--- src/rtl/twr_pkg.sv ---
package twr_pkg;

    localparam int BYTE_W  = 8;
    localparam int ADDR7_W = 7;

    typedef enum logic [2:0] {
        ST_IDLE,
        ST_DEVADR,
        ST_PTR,
        ST_WDATA,
        ST_RDATA,
        ST_RACK,
        ST_SKIP
    } twr_state_e;

    typedef struct packed {
        logic start;
        logic stop;
        logic scl_rise;
        logic scl_fall;
        logic sda;
    } twr_ev_t;

    // Compare the upper seven bits of a received address byte with the device address.
    function automatic logic addr_hit(input logic [BYTE_W-1:0] b, input logic [ADDR7_W-1:0] a);
        return (b >> 1) == {1'b0, a};
    endfunction

endpackage

--- src/rtl/twr_sync.sv ---
module twr_sync #(
    parameter int STAGES = 2
) (
    input  logic clk,
    input  logic rst,
    input  logic din,
    output logic dout
);
    // Idle bus level is high, so the chain resets to ones.
    logic [STAGES-1:0] chain;

    generate
        if (STAGES == 1) begin : g_one
            always_ff @(posedge clk) begin
                if (rst) chain <= '1;
                else     chain <= din;
            end
        end else begin : g_many
            always_ff @(posedge clk) begin
                if (rst) chain <= '1;
                else     chain <= {chain[STAGES-2:0], din};
            end
        end
    endgenerate

    assign dout = chain[STAGES-1];
endmodule

--- src/rtl/twr_cond.sv ---
module twr_cond
    import twr_pkg::*;
(
    input  logic    clk,
    input  logic    rst,
    input  logic    sda_s,
    input  logic    scl_s,
    output twr_ev_t ev
);
    logic sda_q, scl_q;

    always_ff @(posedge clk) begin
        if (rst) begin
            sda_q <= 1'b1;
            scl_q <= 1'b1;
        end else begin
            sda_q <= sda_s;
            scl_q <= scl_s;
        end
    end

    always_comb begin
        ev.start    = sda_q & ~sda_s & scl_q & scl_s;
        ev.stop     = ~sda_q & sda_s & scl_q & scl_s;
        ev.scl_rise = ~scl_q & scl_s;
        ev.scl_fall = scl_q & ~scl_s;
        ev.sda      = sda_s;
    end
endmodule

--- src/rtl/twr_engine.sv ---
module twr_engine
    import twr_pkg::*;
(
    input  logic               clk,
    input  logic               rst,
    input  twr_ev_t            ev,
    input  logic [ADDR7_W-1:0] my_addr,
    input  logic [BYTE_W-1:0]  rd_data,
    output logic               sda_pull,
    output logic [BYTE_W-1:0]  rd_addr,
    output logic               wr_en,
    output logic [BYTE_W-1:0]  wr_addr,
    output logic [BYTE_W-1:0]  wr_data
);
    localparam int               CNT_W = $clog2(BYTE_W) + 1;
    localparam logic [CNT_W-1:0] FULL  = CNT_W'(BYTE_W);

    twr_state_e          state;
    logic [CNT_W-1:0]    cnt;
    logic [BYTE_W-1:0]   sh;
    logic [BYTE_W-1:0]   tx;
    logic [BYTE_W-1:0]   ptr;
    logic                in_ack;

    always_ff @(posedge clk) begin
        if (rst) begin
            state   <= ST_IDLE;
            cnt     <= '0;
            sh      <= '0;
            tx      <= '0;
            ptr     <= '0;
            in_ack  <= 1'b0;
            wr_en   <= 1'b0;
            wr_addr <= '0;
            wr_data <= '0;
        end else begin
            wr_en <= 1'b0;
            if (ev.start) begin
                state  <= ST_DEVADR;
                cnt    <= '0;
                in_ack <= 1'b0;
            end else if (ev.stop) begin
                state  <= ST_IDLE;
                cnt    <= '0;
                in_ack <= 1'b0;
            end else if (in_ack) begin
                // ACK clock owned by the slave ends on the next falling edge.
                if (ev.scl_fall) begin
                    in_ack <= 1'b0;
                    cnt    <= '0;
                    if (state == ST_RDATA) tx <= rd_data;
                end
            end else begin
                case (state)
                    ST_DEVADR, ST_PTR, ST_WDATA: begin
                        if (ev.scl_rise && cnt != FULL) begin
                            sh  <= {sh[BYTE_W-2:0], ev.sda};
                            cnt <= cnt + 1'b1;
                        end else if (ev.scl_fall && cnt == FULL) begin
                            if (state == ST_DEVADR) begin
                                if (addr_hit(sh, my_addr)) begin
                                    in_ack <= 1'b1;
                                    state  <= sh[0] ? ST_RDATA : ST_PTR;
                                end else begin
                                    state <= ST_SKIP;
                                end
                            end else if (state == ST_PTR) begin
                                ptr    <= sh;
                                in_ack <= 1'b1;
                                state  <= ST_WDATA;
                            end else begin
                                wr_en   <= 1'b1;
                                wr_addr <= ptr;
                                wr_data <= sh;
                                ptr     <= ptr + 1'b1;
                                in_ack  <= 1'b1;
                            end
                        end
                    end
                    ST_RDATA: begin
                        if (ev.scl_rise) begin
                            cnt <= cnt + 1'b1;
                        end else if (ev.scl_fall) begin
                            if (cnt == FULL)   state <= ST_RACK;
                            else if (cnt != '0) tx   <= {tx[BYTE_W-2:0], 1'b0};
                        end
                    end
                    ST_RACK: begin
                        if (ev.scl_rise) begin
                            if (ev.sda) state <= ST_SKIP;
                            else        ptr   <= ptr + 1'b1;
                        end else if (ev.scl_fall) begin
                            tx    <= rd_data;
                            cnt   <= '0;
                            state <= ST_RDATA;
                        end
                    end
                    default: ;
                endcase
            end
        end
    end

    assign sda_pull = in_ack | ((state == ST_RDATA) & ~tx[BYTE_W-1]);
    assign rd_addr  = ptr;
endmodule

--- src/rtl/twr_slave.sv ---
module twr_slave
    import twr_pkg::*;
#(
    parameter int                SYNC_STAGES    = 2,
    parameter bit                ADDR_FROM_PORT = 1'b1,
    parameter logic [ADDR7_W-1:0] FIXED_ADDR    = 7'h50
) (
    input  logic               clk,
    input  logic               rst,
    input  logic               scl_in,
    input  logic               sda_in,
    output logic               sda_pull,
    input  logic [ADDR7_W-1:0] dev_addr,
    output logic [BYTE_W-1:0]  reg_rd_addr,
    input  logic [BYTE_W-1:0]  reg_rd_data,
    output logic               reg_wr_en,
    output logic [BYTE_W-1:0]  reg_wr_addr,
    output logic [BYTE_W-1:0]  reg_wr_data
);
    logic               scl_s, sda_s;
    twr_ev_t            bus_ev;
    logic [ADDR7_W-1:0] match_addr;

    twr_sync #(.STAGES(SYNC_STAGES)) u_sync_scl (
        .clk(clk), .rst(rst), .din(scl_in), .dout(scl_s)
    );
    twr_sync #(.STAGES(SYNC_STAGES)) u_sync_sda (
        .clk(clk), .rst(rst), .din(sda_in), .dout(sda_s)
    );

    twr_cond u_cond (
        .clk(clk), .rst(rst), .sda_s(sda_s), .scl_s(scl_s), .ev(bus_ev)
    );

    generate
        if (ADDR_FROM_PORT) begin : g_port_addr
            assign match_addr = dev_addr;
        end else begin : g_fixed_addr
            assign match_addr = FIXED_ADDR;
        end
    endgenerate

    twr_engine u_engine (
        .clk      (clk),
        .rst      (rst),
        .ev       (bus_ev),
        .my_addr  (match_addr),
        .rd_data  (reg_rd_data),
        .sda_pull (sda_pull),
        .rd_addr  (reg_rd_addr),
        .wr_en    (reg_wr_en),
        .wr_addr  (reg_wr_addr),
        .wr_data  (reg_wr_data)
    );
endmodule

--- config.mk ---
export PLATFORM = sky130hd
export DESIGN_NAME = twr_slave
export DESIGN_NICKNAME = d
export VERILOG_FILES = /design/src/rtl/twr_pkg.sv /design/src/rtl/twr_sync.sv /design/src/rtl/twr_cond.sv /design/src/rtl/twr_engine.sv /design/src/rtl/twr_slave.sv
export SDC_FILE = /design/constraint.sdc
export NUM_CORES = 1
export LEC_CHECK = 0
export ABC_AREA = 1
export CAP_MARGIN = 20
export CORE_ASPECT_RATIO = 0.6
export CORE_UTILIZATION = 48
export DETAILED_ROUTE_END_ITERATION = 6
export PLACE_DENSITY = 0.76
export SLEW_MARGIN = 20
export SYNTH_ARGS = -nofsm -noshare
export SYNTH_HDL_FRONTEND = slang
export SYNTH_HIERARCHICAL = 1
export SYNTH_SLANG_ARGS = --single-unit
--- constraint.sdc ---
create_clock -name clk -period 1.8 [get_ports clk]
set_clock_uncertainty 0.15 [all_clocks]
set_input_delay 0.36 -clock clk [delete_from_list [all_inputs] [get_ports clk]]
set_output_delay 0.36 -clock clk [all_outputs]
set_load 0.01 [all_outputs]
==> impl_metrics.toml, run 1 <==
[routing]
drt_first_iter_violations = 272
routed_wl_mm = 8.68
drc = 0
num_vias = 3106
via_per_inst = 5.27
ant_nets = 0
first_pass_iters = 5
wl_per_cell_um = 14.7

[synthesis]
synth_edf_count = 0
synth_warnings = 6
synth_fa_ha_area_frac = 0.0134
synth-main-ff-cell = "dfxtp_1"
synth_simple_gate_area_share = 0.334
synth_top_area_share = 0.394
synth_fp_nets = 443
synth.mux.area_fraction = 0
ys_seq_area_frac = 0.394
async_reset_ff_frac = 0
synth_compound_area_frac = 0.133
postSynthAreaPerCell_um2 = 6.64
synth_top_family_by_area = "simple AND/OR/NAND/NOR gates"
synth-seq-cells = 55
yosysUniqueCellTypes = 34
synth_xor_area_frac = 0.0313
yosys-top-cells-area = "dfxtp_1 39%, nand2_1 14%, nor2_1 11%"
yosysTopAreaCell = "dfxtp_1"
syn_inst = 421
syn-cell-area_um2 = 2800

[pwr]
p_leak_nw = 1.78
p_total_mw = 4.94
power_density_nw_per_um2 = 1200
peakVddDrop_v = 0.000568

[die]
die_w_um = 101
start_util = 0.499
core_area_um2 = 5600
rows = 21
die-height_um = 61.1
num_io_pins = 45
dieArea_um2 = 6140

[global_route]
grt-busiest-layer = "met2"
grt_antenna_before_repair = 0
grt_max_degree = 36
grtUsageMet3 = 0.0420
grt_usage = 0.243
use_met2 = 0.368
grt_pass1_wl_mm = 11.5
grt_overflow = 0
grt_pass1_vias = 2445
grtUsageMet1 = 0.367

[sta]
max_freq_ghz = 0.543
slew_violations = 0
period_share = 1.02
timing.final.ws_setup_ns = -0.0415
min_period_ns = 1.84
worst_slew_pin_slew_ns = 0.356
hold_viol_final = 0
setup_viol = 1
relSlewSlack = 0.761
rsz0062_at_grt = "yes"

[min_path]
worstHoldPathCells = 2
min_to = "u_sync_sda/chain[1]"
hp-start = "u_sync_sda/chain[0]"
hp-class = "register to register"

[placement]
placedCellCount = 573
dp_slack_ns = -0.112
dpl_cell_area_um2 = 3560
place_hpwl_mm = 5.33
portBuffers = 44
place_congestion = 0.920

[flow_run]
cap_violations = 0

[setup_path]
r2r_end = "u_engine/rd_addr[0]"
r2r-start = "u_sync_scl/chain[1]"
cp-end-kind = "register"
start_kind = "register"
required_ns = 1.87
rrSetupSlack_ns = -0.04
crit_type = "register to register"
rr_worst_depth = 10
crit_path_max_fanout = 8
cp.arrival_ns = 1.91

[clocking]
numCtsBuffers = 5
clk_latency_ns = 0.30
clk_pin_slew_worst_paths_ns = 0.10
cts_tree = "built"
cts_root_buf = "clkbuf_8"
cts_sinks = 55
clockBufferDepth = 2
htree_levels = 2

[final_layout]
drive_gt1_frac = 0.275
fin_cells = 589
final_common_cell = "nand2_1"
final_area_um2 = 4110
antenna_cells = 0
syn2layout_area_growth_pct = 46.9
fin_util = 0.734
layout_common_cells = "93 x nand2_1, 69 x nor2_1, 42 x clkdlybuf4s50_1"
nNetsFinal = 531

[run_status]
violations = "setup timing"
status = "finished, violations left"
[how the worst max path moves through the flow]
stage	slack [ns]	end	from
after global routing	-0.11	u_engine/rd_addr[0]	u_cond/sda_q
after detailed placement	-0.11	u_engine/wr_data[3]	u_engine/cnt[0]
final	-0.04	u_engine/rd_addr[0]	u_sync_scl/chain[1]
after floorplan	0.07	u_engine/sh[4]	u_sync_scl/chain[1]
after CTS	-0.01	u_engine/rd_addr[3]	u_sync_sda/chain[1]
after global placement	-0.05	u_engine/wr_data[7]	u_engine/cnt[0]
[registers in the layout (all words and copies together), names as in the netlist]
name	flops
u_cond/sda_q	1
u_engine/tx	8
u_sync_sda/chain	2
u_cond/scl_q	1
u_engine/wr_en	1
u_sync_scl/chain	2
u_engine/cnt	4
u_engine/in_ack	1
u_engine/rd_addr	8
u_engine/wr_addr	8
u_engine/sh	8
u_engine/wr_data	8
u_engine/state	3
[cell families (layout without fill, tap and decap cells)]
group | count (synthesis) | in the layout
buf+inv | 59 | 144
xor+xnor | 10 | 10
flops | 55 | 55
compound gates | 72 | 72
simple gates | 222 | 225
fa+ha+maj | 3 | 3
[worst max-delay path: stages (launching register included)]
cell,delay (ns)
dfxtp_2,0.36
nand2_2,0.08
nor2_2,0.05
or2_4,0.30
nor2_4,0.14
nand3_2,0.09
nor2_4,0.15
nand2_4,0.11
inv_6,0.10
nor2_1,0.05
nor2_1,0.17
[synthesized netlist by cell type, types with 4 or more instances]
library cell / instances
a21oi_1: 21
dfxtp_1: 55
inv_1: 38
inv_2: 8
nand2_1: 102
nand2_2: 6
nand3_1: 16
nand4_1: 4
nor2_1: 81
o21ai_0: 42
o21ai_1: 4
xnor2_1: 4
xor2_1: 6
[per-stage QoR]
| stage | setup TNS [ns] | hold slack (ns) |
|---|---|---|
| floorplan | 0 | 0.237 |
| global placement | -0.814 | 0.246 |
| detailed placement | -2.19 | 0.247 |
| CTS | -0.0356 | 0.270 |
| global route | -1.55 | 0.308 |
| finish | -0.0415 | 0.273 |
[per-layer routing]
layer | part of all wire | wire length (um)
met1 | 0.47 | 4050
met2 | 0.43 | 3770
met3 | 0.086 | 749
met4 | 0.013 | 114
met5 | 0 | 0
[cell type report]
cell class	instances	area [um2]
Clock buffer	5	68.8
Clock inverter	2	37.5
Fill cell	435	1490
Inverter	47	199
Multi-Input combinational cell	310	1720
Sequential cell	55	1120
Tap cell	80	100
Timing Repair Buffer	89	845
Timing Repair inverter	1	16.3
[power by group]
group          switching [mW]  leakage, nW  internal, mW
Combinational            1.49         1.28          1.15
Clock                   0.402       0.0502         0.407
Sequential              0.142        0.450          1.36
[repair_timing]
| action | 4_1_cts | 5_1_grt |
|---|---|---|
| gates resized for setup | 19 | 113 |
| setup endpoints to repair | 48 | 53 |
| cloned | 0 | 4 |
| setup buffers | 0 | 5 |
| pin swaps | 0 | 20 |
| hold buffers | 0 | 0 |
No activity file was read; power rests on OpenSTA's default activity.
==> inputs of run 2 (changes only) <==
Settings changed: CORE_MARGIN from default to 1.
==> results of run 2 <==
No change in the layout: final DEF, timing and power equal those of run 1.
